## config.mk

```make
export PLATFORM = sky130hd
export DESIGN_NAME = disp_irq_hub
export DESIGN_NICKNAME = d
export VERILOG_FILES = /design/src/rtl/disp_irq_pkg.sv /design/src/rtl/disp_pipe_stat.sv /design/src/rtl/disp_irq_ident.sv /design/src/rtl/disp_irq_hub.sv
export SDC_FILE = /design/constraint.sdc
export NUM_CORES = 1
export LEC_CHECK = 0
export ABC_AREA = 1
export BUFFER_PORTS_ARGS = -buffer_cell sky130_fd_sc_hd__buf_2
export CORE_AREA = 2 2 86 88
export CTS_CLUSTER_SIZE = 14
export DETAILED_ROUTE_END_ITERATION = 8
export DIE_AREA = 0 0 88 90
export PLACE_DENSITY = 0.84
export SLEW_MARGIN = 25
export SYNTH_ARGS = -nofsm -noshare
export SYNTH_HDL_FRONTEND = slang
export SYNTH_SLANG_ARGS = --single-unit
export TNS_END_PERCENT = 30
```

## constraint.sdc

```tcl
create_clock -name clk -period 2.1 [get_ports clk]
set_clock_uncertainty 0.05 [all_clocks]
set_input_delay 0.105 -clock clk [delete_from_list [all_inputs] [get_ports clk]]
set_output_delay 0.105 -clock clk [all_outputs]
set_load 0.02 [all_outputs]
```

## src/rtl/disp_irq_pkg.sv

```systemverilog
package disp_irq_pkg;

   localparam int unsigned REG_W     = 32;
   localparam int unsigned HALF_W    = REG_W / 2;
   // status bits with clear-on-one semantics: bit 31 and bits 15:0
   localparam logic [REG_W-1:0] STAT_BITS = 32'h8000_FFFF;
   // enables sit 16 above the status they arm; bit 31 is a status, so 15 enables
   localparam int unsigned EN_OFS    = HALF_W;
   localparam int unsigned EN_W      = HALF_W - 1;

   // identity register bit positions
   localparam int unsigned ID_USER   = 0;
   localparam int unsigned ID_BLC    = 1;
   localparam int unsigned ID_PIPE0  = 2;

   // named pipe events
   localparam int unsigned ST_VBL       = 1;
   localparam int unsigned ST_VBL_START = 2;

   // register addresses
   localparam int unsigned ADR_ID    = 0;
   localparam int unsigned ADR_MASK  = 1;
   localparam int unsigned ADR_ARM   = 2;
   localparam int unsigned ADR_PIPE0 = 3;

   typedef struct packed {
      logic             stb;
      logic [REG_W-1:0] data;
   } reg_wr_t;

endpackage

```

## src/rtl/disp_pipe_stat.sv

```systemverilog
module disp_pipe_stat
   import disp_irq_pkg::*;
(
   input  logic             clk,
   input  logic             rst_n,
   input  reg_wr_t          wr,
   input  logic [REG_W-1:0] evt,
   output logic [REG_W-1:0] rd_val,
   output logic             agg,
   output logic             agg_rise
);

   logic [REG_W-1:0] st_q;
   logic [EN_W-1:0]  en_q;
   logic             agg_prev_q;
   logic [REG_W-1:0] clr;

   assign clr = wr.stb ? (wr.data & STAT_BITS) : '0;

   always_ff @(posedge clk) begin
      if (!rst_n) begin
         st_q       <= '0;
         en_q       <= '0;
         agg_prev_q <= 1'b0;
      end else begin
         // a strobe outranks a same-cycle clear
         st_q       <= (st_q & ~clr) | (evt & STAT_BITS);
         agg_prev_q <= agg;
         if (wr.stb) en_q <= wr.data[EN_OFS +: EN_W];
      end
   end

   assign agg      = |(st_q[EN_W-1:0] & en_q);
   assign agg_rise = agg & ~agg_prev_q;

   always_comb begin
      rd_val                 = st_q & STAT_BITS;
      rd_val[EN_OFS +: EN_W] = en_q;
   end

endmodule

```

## src/rtl/disp_irq_ident.sv

```systemverilog
module disp_irq_ident
   import disp_irq_pkg::*;
#(
   parameter int unsigned ID_W   = 4,
   parameter bit          MSI_EN = 1'b1
) (
   input  logic            clk,
   input  logic            rst_n,
   input  logic            wr_id,
   input  logic            wr_mask,
   input  logic            wr_arm,
   input  logic [ID_W-1:0] wdata,
   input  logic [ID_W-1:0] src,
   output logic [ID_W-1:0] id_q,
   output logic [ID_W-1:0] mask_q,
   output logic [ID_W-1:0] arm_q,
   output logic            msi
);

   logic [ID_W-1:0] latch;
   logic [ID_W-1:0] clr;
   logic [ID_W-1:0] id_nxt;

   assign latch  = src & arm_q & ~mask_q;
   assign clr    = wr_id ? wdata : '0;
   assign id_nxt = (id_q & ~clr) | latch;

   always_ff @(posedge clk) begin
      if (!rst_n) begin
         id_q   <= '0;
         mask_q <= '1;
         arm_q  <= '0;
      end else begin
         id_q <= id_nxt;
         if (wr_mask) mask_q <= wdata;
         if (wr_arm)  arm_q  <= wdata;
      end
   end

   generate
      if (MSI_EN) begin : g_msi
         logic msi_q;
         always_ff @(posedge clk) begin
            if (!rst_n) msi_q <= 1'b0;
            else        msi_q <= (id_q == '0) && (id_nxt != '0);
         end
         assign msi = msi_q;
      end else begin : g_no_msi
         assign msi = 1'b0;
      end
   endgenerate

endmodule

```

## src/rtl/disp_irq_hub.sv

```systemverilog
module disp_irq_hub
   import disp_irq_pkg::*;
#(
   parameter int unsigned NUM_PIPES = 2,
   parameter int unsigned ADDR_W    = 3,
   parameter bit          MSI_EN    = 1'b1
) (
   input  logic                            clk,
   input  logic                            rst_n,
   input  logic                            wr_en,
   input  logic [ADDR_W-1:0]               addr,
   input  logic [REG_W-1:0]                wr_data,
   output logic [REG_W-1:0]                rd_data,
   input  logic                            user_evt,
   input  logic                            blc_evt,
   input  logic [NUM_PIPES-1:0][REG_W-1:0] pipe_evt,
   output logic                            irq_o,
   output logic                            msi_o
);

   localparam int unsigned ID_W = ID_PIPE0 + NUM_PIPES;

   generate
      if (NUM_PIPES < 1 || ID_W >= REG_W) begin : g_bad_pipes
         $error("disp_irq_hub: NUM_PIPES out of range");
      end
      if (ADR_PIPE0 + NUM_PIPES > (1 << ADDR_W)) begin : g_bad_addr
         $error("disp_irq_hub: ADDR_W too small for NUM_PIPES");
      end
   endgenerate

   logic [ID_W-1:0]      id_val;
   logic [ID_W-1:0]      mask_val;
   logic [ID_W-1:0]      arm_val;
   logic [ID_W-1:0]      src;
   logic [NUM_PIPES-1:0] pipe_agg;
   logic [NUM_PIPES-1:0] pipe_rise;
   logic [REG_W-1:0]     pipe_rd [NUM_PIPES];

   for (genvar p = 0; p < NUM_PIPES; p++) begin : g_pipe
      reg_wr_t pwr;
      assign pwr.stb  = wr_en && (addr == ADDR_W'(ADR_PIPE0 + p));
      assign pwr.data = wr_data;

      disp_pipe_stat u_stat (
         .clk      (clk),
         .rst_n    (rst_n),
         .wr       (pwr),
         .evt      (pipe_evt[p]),
         .rd_val   (pipe_rd[p]),
         .agg      (pipe_agg[p]),
         .agg_rise (pipe_rise[p])
      );
   end

   always_comb begin
      src                           = '0;
      src[ID_USER]                  = user_evt;
      src[ID_BLC]                   = blc_evt;
      src[ID_PIPE0 +: NUM_PIPES]    = pipe_rise;
   end

   disp_irq_ident #(
      .ID_W   (ID_W),
      .MSI_EN (MSI_EN)
   ) u_ident (
      .clk     (clk),
      .rst_n   (rst_n),
      .wr_id   (wr_en && addr == ADDR_W'(ADR_ID)),
      .wr_mask (wr_en && addr == ADDR_W'(ADR_MASK)),
      .wr_arm  (wr_en && addr == ADDR_W'(ADR_ARM)),
      .wdata   (wr_data[ID_W-1:0]),
      .src     (src),
      .id_q    (id_val),
      .mask_q  (mask_val),
      .arm_q   (arm_val),
      .msi     (msi_o)
   );

   always_comb begin
      rd_data = '0;
      if (addr == ADDR_W'(ADR_ID))
         rd_data = {{(REG_W-ID_W){1'b0}}, id_val};
      else if (addr == ADDR_W'(ADR_MASK))
         rd_data = {{(REG_W-ID_W){1'b1}}, mask_val};
      else if (addr == ADDR_W'(ADR_ARM))
         rd_data = {{(REG_W-ID_W){1'b0}}, arm_val};
      for (int p = 0; p < NUM_PIPES; p++) begin
         if (addr == ADDR_W'(ADR_PIPE0 + p)) rd_data = pipe_rd[p];
      end
   end

   assign irq_o = (|id_val) | (|pipe_agg);

endmodule

```

==> out/metrics.cfg <==
[yosys]
synth.distinct_cells = 22
syn_area_per_cell_um2 = 7.108
synthCells = 508
ys_warn_count = 0
synth_top_family_by_area = compound AO/OA/AOI/OAI gates
yosys-mux-area-fraction_pct = 0
syn-cell-area_um2 = 3611
synth_compound_area_share_pct = 27.72
ys_seq_elements = 79
syn_nets = 612
synth-simple-area-share_pct = 16.29
synth_fa_ha_area_share_pct = 0
synth_seq_area_share_pct = 43.80
synth-xor-area-share_pct = 0

[critical_path]
cp.required_ps = 1950
rr_worst_depth = 8
worstSetupPathType = flop to primary output
cp-start-kind = flop
cp_max_fo = 3
cp_data_arrival_time_ps = 1530
worstSetupEndpointType = primary output

[clock_tree]
cts-root-buf = clkbuf_8
cts_buffer_depth = 2
clkLatencyLatePin_ps = 360
htree_levels = 3
cts_buffers = 9
cts_tree = done
clock_sinks = 79
clkTransAtPathRegs_ps = 90
cts-resized-gates = 0

[min_path]
hold_path_depth = 3
min_path_type = input port to flop

[timing]
finalHoldViolCount = 0
slew_violations = 0
timing.hold.ws_ps = 10.92
rsz0062_at_grt = false
final-setup-viol-count = 0
finalCritPeriodShare_pct = 80.08
fin_tns_setup_ps = 0
max_slew_margin_pct = 65.19
worst_pin_slew_ps = 521.3
period_minus_slack_ps = 1682
fmax_mhz = 594.7

[cells_and_area]
multi_input_area_um2 = 1589
drive_gt1_share_pct = 21.14
area.growth.synth_to_final_pct = 37.49
postLayoutCoreUtil_pct = 70.72
nFillCells = 521
diodes = 0
seq_area_um2 = 1582
final_net_count = 766

[drt]
drt-initial-drc-count = 362
vias = 4132
finalWirelength_um = 11540
drt_pass1_iterations = 5
drc_errors = 0
wl_per_cell_um = 15.07
viasPerCell = 5.394
postRouteAntennaNets = 0

[global_route]
antenna_found_initial = 0
grt_util_all_layers_pct = 29.71
grt_first_pass_wirelength_um = 18620
grt_max_degree = 31
grt_pass1_vias = 4077
grt_overflow = 0

[floorplan]
pin_count = 138
die_area_um2 = 7920
rows = 31
start_util_pct = 51.43
fp.dieH_um = 90
core_um2 = 7020
die-width_um = 88

[placed_design]
dp_hpwl_um = 7163
port_buffers = 107
gp_congestion = 0.8981

[pwr]
power.density_nw_per_um2 = 690.2
power.total_mw = 3.427
leakagePower_nw = 2.371
max-vdd-ir-drop_mv = 0.4290

[flow_run]
maxCapViolations = 0

[run_status]
outcome = complete, no violations

[path summary, 6_finish.rpt]
path	startpoint	slack, ps	to
hold reg to reg	g_pipe[1].u_stat.en_q[8]$_SDFFE_PN0P_	420	g_pipe[1].u_stat.en_q[8]$_SDFFE_PN0P_
setup / recovery	g_pipe[0].u_stat.st_q[8]$_SDFF_PN0_	420	irq_o
hold / removal	user_evt	10	u_ident.id_q[0]$_SDFF_PN0_
setup reg to reg	g_pipe[1].u_stat.st_q[11]$_SDFF_PN0_	710	u_ident.msi$_SDFF_PN0_
[power by group]
part	internal [mW]	switching (mW)	total [mW]
sequential	1.57	0.0519	1.62
clock	0.702	0.563	1.27
combinational	0.234	0.305	0.540
total	2.51	0.920	3.43
[worst max-delay path, cell delays in order, from the launching register on]
cell	delay (ps)
dfxtp_1	340
nand2_1	80
nand2_1	70
nor2_1	130
nand4_1	180
inv_1	120
nand3_1	70
buf_2	170
[per-layer routing]
| layer | share of wire [%] | vias up | global-route usage, % |
|---|---|---|---|
| li1 | - | 1995 | - |
| met3 | 7.2 | 48 | 5.877 |
| met1 | 39 | 1836 | 35.95 |
| met5 | 0 | - | 0 |
| met4 | 4.2 | 0 | 13.85 |
| met2 | 49 | 253 | 49.81 |
[through the flow]
step                      instances  worst slack, ps  cell area [um2]
after detailed placement        699            341.5             4232
after floorplan                 508            928.5             3611
final                           766            418.4             4965
after global placement          699            402.6             4232
after global routing            766            245.0             4965
after CTS                       766            436.3             4965
[kinds of logic after synthesis]
family          Yosys count
buf+inv                 108
flops                    79
simple gates            138
compound gates          183
[flip-flops by register name, indices dropped and copies added, names as in the netlist]
register                  cells
g_pipe.u_stat.agg_prev_q      2
g_pipe.u_stat.en_q           30
g_pipe.u_stat.st_q           34
u_ident.arm_q                 4
u_ident.id_q                  4
u_ident.mask_q                4
u_ident.msi                   1
[synth_stat cells]
cell type	instances	area share [%]
nor4_1	1	0.17
nor3_1	3	0.42
nand2_2	2	0.35
clkbuf_1	13	1.4
dfxtp_1	79	44
nor3_4	1	0.45
inv_2	2	0.21
buf_1	1	0.10
nor2_1	14	1.5
nand4_1	3	0.52
buf_6	3	0.94
inv_4	1	0.17
o211ai_1	8	1.7
nor2_2	3	0.52
nand3_1	25	3.5
buf_2	8	1.1
o21ai_1	16	2.2
o21ai_0	74	10
nand2_1	86	8.9
a221o_1	13	3.6
a21oi_1	72	10
inv_1	80	8.3
[cell usage in the layout, fill, tap and decap left out, drive strengths merged, types with 2 or more instances in the layout]
master / count
nor2: 17
dlygate4sd3: 51
a21oi: 72
o211ai: 8
inv: 83
clkinv: 2
bufinv: 2
buf: 117
nand4: 3
clkbuf: 11
dfxtp: 79
nor3: 4
a221o: 13
o21ai: 90
nand3: 25
nand2: 88
[area by class of cell]
class / instances / share of cell area [%]
clock buffer: 11 / 2.848
inverter: 83 / 6.326
tap: 99 / 2.495
clock inverter: 5 / 1.638
sequential: 79 / 31.85
timing repair buffer: 168 / 22.83
multi-input combinational: 321 / 32.01
[what timing repair did]
item,CTS,global route
hold buffers,51,0
endpoints found under the hold margin,59,0
buffers inserted,0,0
Note: power is estimated with default switching activity, not from simulation.
